$ cat src/rtl/bp_match_pair.sv
module bp_match_pair #(
  parameter int NCH = 2,
  parameter int AW  = 32,
  parameter int DW  = 32,
  parameter int IDW = 8,
  parameter int CW  = 32
) (
  input  logic                clk,
  input  logic                rst,
  input  logic                ev_valid,
  input  logic                ev_fetch,
  input  logic [AW-1:0]       ev_addr,
  input  logic [IDW-1:0]      ev_asid,
  input  logic                ev_write,
  input  logic [1:0]          ev_size,
  input  logic [DW-1:0]       ev_data,
  input  logic [NCH-1:0]      cfg_en,
  input  logic [NCH-1:0]      cfg_fetch,
  input  logic [NCH-1:0]      cfg_post,
  input  logic [NCH-1:0]      cfg_write,
  input  logic [NCH-1:0]      cfg_size_chk,
  input  logic [NCH-1:0]      cfg_data_chk,
  input  logic [NCH-1:0]      cfg_cnt_chk,
  input  logic [NCH-1:0]      cnt_load,
  input  logic [NCH*AW-1:0]   cfg_addr,
  input  logic [NCH*AW-1:0]   cfg_amask,
  input  logic [NCH*IDW-1:0]  cfg_asid,
  input  logic [NCH*2-1:0]    cfg_size,
  input  logic [NCH*DW-1:0]   cfg_data,
  input  logic [NCH*DW-1:0]   cfg_dmask,
  input  logic [NCH*CW-1:0]   cfg_cnt,
  output logic [NCH-1:0]      brk,
  output logic [NCH-1:0]      brk_post
);

  logic [AW-1:0] lo_clr;
  logic [DW-1:0] lane;

  always_comb begin
    lo_clr = '0;
    lane   = '1;
    case (ev_size)
      2'd0: begin lo_clr = '0;       lane = DW'(8'hFF);    end
      2'd1: begin lo_clr = AW'(1);   lane = DW'(16'hFFFF); end
      default: begin lo_clr = AW'(3); lane = '1;           end
    endcase
  end

  for (genvar i = 0; i < NCH; i++) begin : g_ch
    wire [AW-1:0]  c_addr  = cfg_addr[i*AW +: AW];
    wire [AW-1:0]  c_amask = cfg_amask[i*AW +: AW];
    wire [IDW-1:0] c_asid  = cfg_asid[i*IDW +: IDW];
    wire [1:0]     c_size  = cfg_size[i*2 +: 2];
    wire [DW-1:0]  c_data  = cfg_data[i*DW +: DW];
    wire [DW-1:0]  c_dmask = cfg_dmask[i*DW +: DW];
    wire [CW-1:0]  c_cnt   = cfg_cnt[i*CW +: CW];

    wire [AW-1:0] care     = ~c_amask & ~(ev_fetch ? '0 : lo_clr);
    wire          addr_hit = ((ev_addr ^ c_addr) & care) == '0;
    wire          asid_hit = ev_asid == c_asid;
    wire          kind_hit = ev_fetch ? cfg_fetch[i]
                           : (!cfg_fetch[i] && ev_write == cfg_write[i]
                              && (!cfg_size_chk[i] || ev_size == c_size));
    wire          data_hit = ev_fetch || !cfg_data_chk[i]
                           || (((ev_data ^ c_data) & ~c_dmask & lane) == '0);
    wire          hit      = ev_valid && cfg_en[i] && addr_hit && asid_hit
                             && kind_hit && data_hit;

    logic [CW-1:0] cnt;
    logic          brk_q, post_q;
    wire           cnt_ok = !cfg_cnt_chk[i] || (!cnt_load[i] && cnt <= CW'(1));
    wire           fire   = hit && cnt_ok;

    always_ff @(posedge clk) begin
      if (rst) begin
        cnt    <= '0;
        brk_q  <= 1'b0;
        post_q <= 1'b0;
      end else begin
        brk_q  <= fire;
        post_q <= fire && (!ev_fetch || cfg_post[i]);
        if (cnt_load[i])
          cnt <= c_cnt;
        else if (hit && cfg_cnt_chk[i] && cnt != '0)
          cnt <= cnt - CW'(1);
      end
    end

    assign brk[i]      = brk_q;
    assign brk_post[i] = post_q;
  end

endmodule


$ cat config.mk
export PLATFORM = sky130hd
export DESIGN_NAME = bp_match_pair
export DESIGN_NICKNAME = d
export VERILOG_FILES = /design/src/rtl/bp_match_pair.sv
export SDC_FILE = /design/constraint.sdc
export NUM_CORES = 1
export LEC_CHECK = 0
export ABC_AREA = 1
export BUFFER_PORTS_ARGS = -buffer_cell sky130_fd_sc_hd__buf_2
export CORE_ASPECT_RATIO = 0.8
export CORE_MARGIN = 10
export CORE_UTILIZATION = 35
export CTS_CLUSTER_SIZE = 12
export DETAILED_ROUTE_END_ITERATION = 8
export PLACE_DENSITY = 0.72
export SETUP_SLACK_MARGIN = 0.5
export SLEW_MARGIN = 10
export SYNTH_ARGS = -nofsm -noshare
export SYNTH_HDL_FRONTEND = slang
export SYNTH_SLANG_ARGS = --single-unit
$ cat constraint.sdc
create_clock -name clk -period 1.98 [get_ports clk]
set_input_delay 0.198 -clock clk [delete_from_list [all_inputs] [get_ports clk]]
set_output_delay 0.198 -clock clk [all_outputs]
set_load 0.01 [all_outputs]
**Word level (Yosys, flattened, before mapping)**

Index checks and enable logic that the tools add are counted.

- Bits in registers: 68
- Input port bits: 435
- Word-level logic and storage cells: 97

- Add/sub/neg operators: 2
- $lt $le $gt $ge: 2
- Eq/ne operators: 7
- Mux-type cells: 9
- Bitwise gates (word level): 17
- Reduce and logical (&&, ||, !) cells: 54

Operators with widths:

| kind | count |
|---|---|
| $and 32x32->32 | 8 |
| $mux 32 | 5 |
| $not 32->32 | 5 |
| $logic_not 32->1 | 4 |
| $xor 32x32->32 | 4 |
| $le 32x1->1 const B | 2 |
| $pmux 32 s2 | 1 |
| $reduce_bool 32->1 | 2 |
| $sub 32x1->32 const B | 2 |
| $logic_and 1x1->1 | 24 |
| $eq 8x8->1 | 2 |
| $logic_not 1->1 | 11 |
| $logic_or 1x1->1 | 10 |
| $eq 2x2->1 | 2 |
| $pmux 2 s2 | 1 |
| $reduce_bool 2->1 | 2 |
| $eq 1x1->1 | 2 |
| $eq 2x1->1 const B | 1 |
| $logic_not 2->1 | 1 |
| $mux 1 | 2 |

**Depth between registers and ports, before layout**

Gate-level depths: netlist of the first run.

- Depth in word-level cells: 15
- Mapped depth: 17
- Mapped depth without buffers: 15

**Worst setup path after synthesis of the first run**

OpenSTA, ideal clock, no wires.

- Path kind: reg-to-reg
- Start point: reg g_ch[1].cnt[0]
- End point: reg g_ch[1].cnt[17]
- Library setup time: 113 ps
- Data arrival time: 1690 ps
- Data required time: 1867 ps
- Setup slack: 177 ps
- Cell stages (with the launch flop): 16
- Clock period less this slack: 1803 ps
- Path through: dfxtp_1 inv_1 ha_1 inv_1 nor2_4 nand2_2 nor2_4 nand2_2 inv_2 a21boi_2 nand3_2 nand2_2 inv_2 buf_4 nor2_1 nor2_1

- Longest elaborated chain between the ends: 3

RTL lines:

| item | line | RTL |
|---|---|---|
| start, declared | 69 | `logic [CW-1:0] cnt;` |
| start signal, assigned | 83 | `cnt <= c_cnt;` |
| start signal, assigned | 85 | `cnt <= cnt - CW'(1);` |
| $sub 32x1->32 or $reduce_bool 32->1 (tied branches) | 85, 84 |  |
| $mux 32 or $logic_and 1x1->1 (tied branches) | 84 | `else if (hit && cfg_cnt_chk[i] && cnt != '0)` |
| $mux 32 or $reduce_bool 2->1 (tied branches) | - |  |

Several ways; a longest one is shown, not always the timed one. The select of a mux whose other input is x is not followed.
A chain may end at the register's enable or synchronous reset.

**Final worst setup path of the first run**

- Start point: reg g_ch[0].cnt[19]
- End point: reg g_ch[0].cnt[19]

- Longest elaborated chain between the ends: 3

RTL lines:

| item | line |
|---|---|
| start, declared | 69 |
| start signal, assigned | 83 |
| start signal, assigned | 85 |
| $sub 32x1->32 or $reduce_bool 32->1 (tied branches) | 85, 84 |
| $mux 32 or $logic_and 1x1->1 (tied branches) | 84 |
| $mux 32 or $reduce_bool 2->1 (tied branches) | - |

Several ways; a longest one is shown, not always the timed one. The select of a mux whose other input is x is not followed.

==> results of run 1 <==
==> final timing paths <==
path         slack (ns)  cells after the start         endpoint             from
max reg2reg        0.11                     11  g_ch[0].cnt[19]  g_ch[0].cnt[19]
min reg2reg        0.47                      2   g_ch[0].cnt[1]   g_ch[0].cnt[1]
max                0.11                     11  g_ch[0].cnt[19]  g_ch[0].cnt[19]
min                0.10                      2   g_ch[0].post_q      cfg_post[0]
==> per-stage QoR <==
| step | instance area (µm²) | instances | setup TNS [ns] |
|---|---|---|---|
| floorplan | 8200 | 1575 | 0 |
| global placement | 10900 | 2312 | -1.89 |
| detailed placement | 10900 | 2312 | -4.47 |
| CTS | 11700 | 2348 | 0 |
| global route | 12400 | 2376 | 0 |
| finish | 12400 | 2377 | 0 |
==> state kept, by name, summed over array words and instances (netlist names) <==
signal,count
g_ch.post_q,2
g_ch.cnt,64
g_ch.brk_q,2
==> worst max-delay path: stages, from the launching register on <==
cell and delay [ns]:
dfxtp_2 0.35, inv_1 0.10, nand2_2 0.11, nor3_2 0.21, nand3_2 0.14, nor2_4 0.16
a21boi_4 0.08, nand3_4 0.11, buf_6 0.15, buf_16 0.14, nand3_2 0.06, a21oi_1 0.17
==> where the power goes <==
group	internal (mW)	switching, mW
Clock	1.18	0.682
Combinational	1.08	1.29
Sequential	1.46	0.115
Total	3.71	2.09
==> area by class of cell <==
cell class / instances / area [µm²]
Multi-Input combinational cell: 1290 / 6520
Sequential cell: 68 / 1390
Antenna cell: 8 / 20.0
Clock inverter: 5 / 82.6
Fill cell: 2254 / 10200
Inverter: 170 / 673
Timing Repair Buffer: 519 / 3080
Tap cell: 306 / 383
Clock buffer: 11 / 253
==> Yosys cell counts (2+ instances only) <==
cell,count
nand2_1,550
nor2_1,309
inv_1,165
nand3_1,116
a21oi_1,86
dfxtp_1,68
o21ai_0,48
nand4_1,31
or2_2,31
nand3b_1,29
clkbuf_1,22
xor2_1,18
nor3_1,12
xnor2_1,10
buf_4,7
buf_6,7
nor2_2,7
buf_1,5
buf_2,5
nand2_2,5
ha_1,4
inv_2,4
nor4_1,4
a31oi_1,3
o21bai_1,3
nor2_4,2
o21a_1,2
o21ai_1,2
==> cell families after synthesis <==
family | synth area share
AND/OR/NAND/NOR | 0.579
buffers and inverters | 0.114
AO/OA/AOI/OAI | 0.101
flip-flops | 0.168
XOR/XNOR | 0.0303
adder cells (fa/ha/maj) | 0.00619
multiplexers | 0.00124
==> metal layers <==
layer  vias up  routed length [µm]  track usage
met5         -                   0            0
met4         0                1030       0.0607
met3        70                3070       0.0561
met2       491               19000        0.419
met1      5185               16200        0.292
li1       5932                   -            -
==> timing repair <==
item,in CTS,in global routing
buffers inserted,16,18
endpoints found under the setup margin,68,68
pin swaps,32,57
resized for setup,73,147
gates cloned,4,3
==> impl_metrics.toml, run 1 <==
[global_routing]
grt.total_usage = 0.241
grt_overflow_total = 0
grt_pass1_wl_um = 57700
grt_pass1_vias = 10852
grt_max_degree = 51
grt_antenna_before_repair = 13

[drt]
viasPerCell = 4.91
drt-total-wl_um = 39300
num_vias = 11678
wl_per_cell_um = 16.5
drtIter0Drc = 895
dr.pass1.iters = 8
postRouteAntennaNets = 0
drc_errors = 0

[layout]
layout_common_cells = "nand2_1 (506), buf_2 (437), nor2_1 (275)"
final_common_cell = "nand2_1"
nets = 2497
area_growth_pct = 53.3
layout-drive-gt1-share = 0.363
utilization = 0.548

[timing]
clock_skew_ns = 0.00854
setup_ws_ns = 0.114
post-route-period-util = 0.942
timing_worst_slew_pin_value_ns = 0.565
slew_viol_final = 0
setup_viol = 0
maxSlewHeadroom = 0.623
grt_setup_unrepaired = "true"
whs_ns = 0.102
fmax_ghz = 0.536
period_needed_ns = 1.87
hold_viol = 0

[critical_path]
critPathCaptureType = "flop"
startpoint_type = "flop"
worst_ep_arrival_time_ns = 2.12
required_ns = 2.23
crit_fanout = 8
critPathKind = "reg2reg"

[flow_run]
cap_violations = 0

[logic_synthesis]
synth.distinct_cells = 48
ys_seq_elements = 68
yosysSeqAreaShare = 0.168
synth_top_area_cell = "nand2_1"
async_flop_share = 0
syn-mean-instance-area_um2 = 5.13
syn_area_um2 = 8090
synth_area_leaders = "nand2_1 (26%), dfxtp_1 (17%), nor2_1 (14%), inv_1 (7.7%), nand3_1 (7.2%)"
synth_top_area_frac = 0.255
synth-edff-count = 0
synth_ff_type = "dfxtp_1"
syn_inst = 1575
syn_nets = 2014
yosysWarnings = 0

[min_path]
worstHoldPathType = "in2reg"

[placed_design]
place_ws_ns = -0.108
gp_congestion = 0.936
port_buffers = 438
dp.final_hpwl_um = 31400

[die]
core_area_um2 = 22600
pin_count = 439
fp.dieW_um = 190
die_y_um = 156
initial_core_util = 0.357
num_rows = 49
die_area_um2 = 29600

[power_and_ir_drop]
p_total_mw = 5.80
powerDensity_nw_per_um2 = 468
p_leak_nw = 6.83
ir_drop_mv = 0.472

[clock_tree]
numClockSinks = 68
hold_buffers = 0
cts_root_buf = "clkbuf_16"
cts_buffers = 9
cts_tree = "built"
clk_pin_slew_ns = 0.06
worstSkewPairLatency_ns = 0.34
clk_path_buf_depth = 2
cts-htree-levels = 3

[run_status]
status = "completed"
(Power assumes the default switching activity.)
==> run 2: changes to the inputs <==
clock period = 2 ns   (was 1.98 ns; I/O delays follow)
==> run 2 against run 1 <==
Net effect:
- clock power up 6%
- non-clock buffer count rose by 16
- sequential share of layout area shrank 0.28 points
- largest power group unchanged
- highest routed layer is now met5
==> impl_metrics.toml, run 2 (same netlist as run 1, synthesis figures left out) <==
[timing]
post-route-period-util = 0.948
clock_skew_ns = 0.00820
setup_viol = 0
hold_viol = 0
period_needed_ns = 1.90
maxSlewHeadroom = 0.616
grt_setup_unrepaired = "true"
setup_ws_ns = 0.104
fmax_ghz = 0.527
timing_worst_slew_pin_value_ns = 0.576
slew_viol_final = 0

[critical_path]
required_ns = 2.28
startpoint_type = "flop"
critPathKind = "reg2reg"
critPathCaptureType = "flop"
worst_ep_arrival_time_ns = 2.17
crit_fanout = 6

[power_and_ir_drop]
p_total_mw = 5.98
powerDensity_nw_per_um2 = 468
ir_drop_mv = 0.464
p_leak_nw = 6.94

[die]
die_y_um = 156
fp.dieW_um = 190
die_area_um2 = 29600
core_area_um2 = 22600
pin_count = 439
num_rows = 49
initial_core_util = 0.357

[clock_tree]
clk_pin_slew_ns = 0.06
cts_buffers = 9
numClockSinks = 68
hold_buffers = 0
clk_path_buf_depth = 2
cts_root_buf = "clkbuf_16"
cts-htree-levels = 3
worstSkewPairLatency_ns = 0.35
cts_tree = "built"

[drt]
num_vias = 11772
viasPerCell = 4.92
dr.pass1.iters = 7
postRouteAntennaNets = 0
drc_errors = 0
drtIter0Drc = 861
wl_per_cell_um = 16.8
drt-total-wl_um = 40100

[layout]
layout-drive-gt1-share = 0.380
layout_common_cells = "nand2_1 (516), buf_2 (437), nor2_1 (266)"
register_area_um2 = 1390
largest_reg_flops = 64
nets = 2513
multi_input_area_um2 = 6650
area_growth_pct = 58.1
fillers = 2218
largest-register = "g_ch.cnt"
reg_top3 = "g_ch.cnt (64), g_ch.brk_q (2), g_ch.post_q (2)"
final_common_cell = "nand2_1"

[placed_design]
dp.final_hpwl_um = 31600
gp_congestion = 0.956
place_ws_ns = -0.0814
port_buffers = 438

[global_routing]
grt_overflow_total = 0
grt.total_usage = 0.250
grt_pass1_vias = 11491
grt_pass1_wl_um = 59900
grt_antenna_before_repair = 15
grt_max_degree = 51

[run_status]
status = "completed"

[min_path]
worstHoldPathType = "in2reg"

[flow_run]
cap_violations = 0
run 2: cell types whose count changed in the layout (fill, tap and decap cells not counted), moves of 4 or more:
| cell | change |
|---|---|
| a21oi_1 | -5 |
| a21oi_2 | +5 |
| buf_12 | +5 |
| buf_4 | +6 |
| buf_6 | +4 |
| dfxtp_1 | -4 |
| nand2_1 | +10 |
| nand2_4 | -7 |
| nand3_1 | -14 |
| nand3_2 | +11 |
| nor2_1 | -9 |
| nor2_4 | +9 |
run 2: report_power, final:
group / leakage, nW / total (mW) / switching (mW) / internal (mW)
Combinational: 6.20 / 2.44 / 1.31 / 1.13
Sequential: 0.567 / 1.57 / 0.125 / 1.44
Clock: 0.172 / 1.98 / 0.684 / 1.29
run 2: cell type report:
type,instances,share of cell area
well taps,306,0.0300
repair buffers,535,0.259
clock inverters,5,0.00832
clock buffers,11,0.0198
multi-input cells,1290,0.520
flip-flops and latches,68,0.109
inverters,170,0.0519
diodes,9,0.00176
run 2: through the flow:
stage                     instance area [µm²]  cells  hold WS (ns)   util  setup TNS [ns]
after floorplan                          8200   1575         0.310      -               0
after global placement                  10900   2310         0.441  0.480           -1.45
after detailed placement                10900   2310         0.426  0.480           -3.28
after CTS                               12200   2370        0.0758  0.539               0
after global routing                    12800   2391        0.0848  0.565        -0.00975
final                                   12800   2394        0.0881  0.565               0
run 2: what timing repair did:
action                     in CTS  in global routing
setup buffers                  36                 14
pin swaps                      64                 61
setup endpoints to repair      68                 68
cloned                          8                  1
resized for setup             130                128
run 2: worst paths after layout:
path	slack [ns]	to	cells after the start	start
worst min-delay path	0.09	g_ch[0].post_q	2	cfg_post[0]
worst min register to register	0.49	g_ch[0].cnt[1]	2	g_ch[0].cnt[1]
worst max-delay path	0.10	g_ch[1].cnt[1]	15	g_ch[1].cnt[2]
worst max register to register	0.10	g_ch[1].cnt[1]	15	g_ch[1].cnt[2]
run 2: metal layers:
metal,track usage,vias up,part of all wire
li1,-,5958,-
met3,0.0639,72,0.082
met1,0.292,5267,0.40
met4,0.0709,2,0.021
met5,0,-,0.00020
met2,0.441,473,0.49
run 2: worst max-delay path: stages, from the launching register on:
cell	delay, ns
dfxtp_4	0.37
nor2_4	0.13
nand2_2	0.07
nor2_4	0.15
nand2_4	0.07
nor2_4	0.12
nand2_2	0.07
inv_2	0.09
a21boi_4	0.07
nand3_4	0.11
nand2_8	0.09
buf_12	0.15
buf_12	0.13
nand2_4	0.05
nand2_2	0.05
nor2_2	0.12
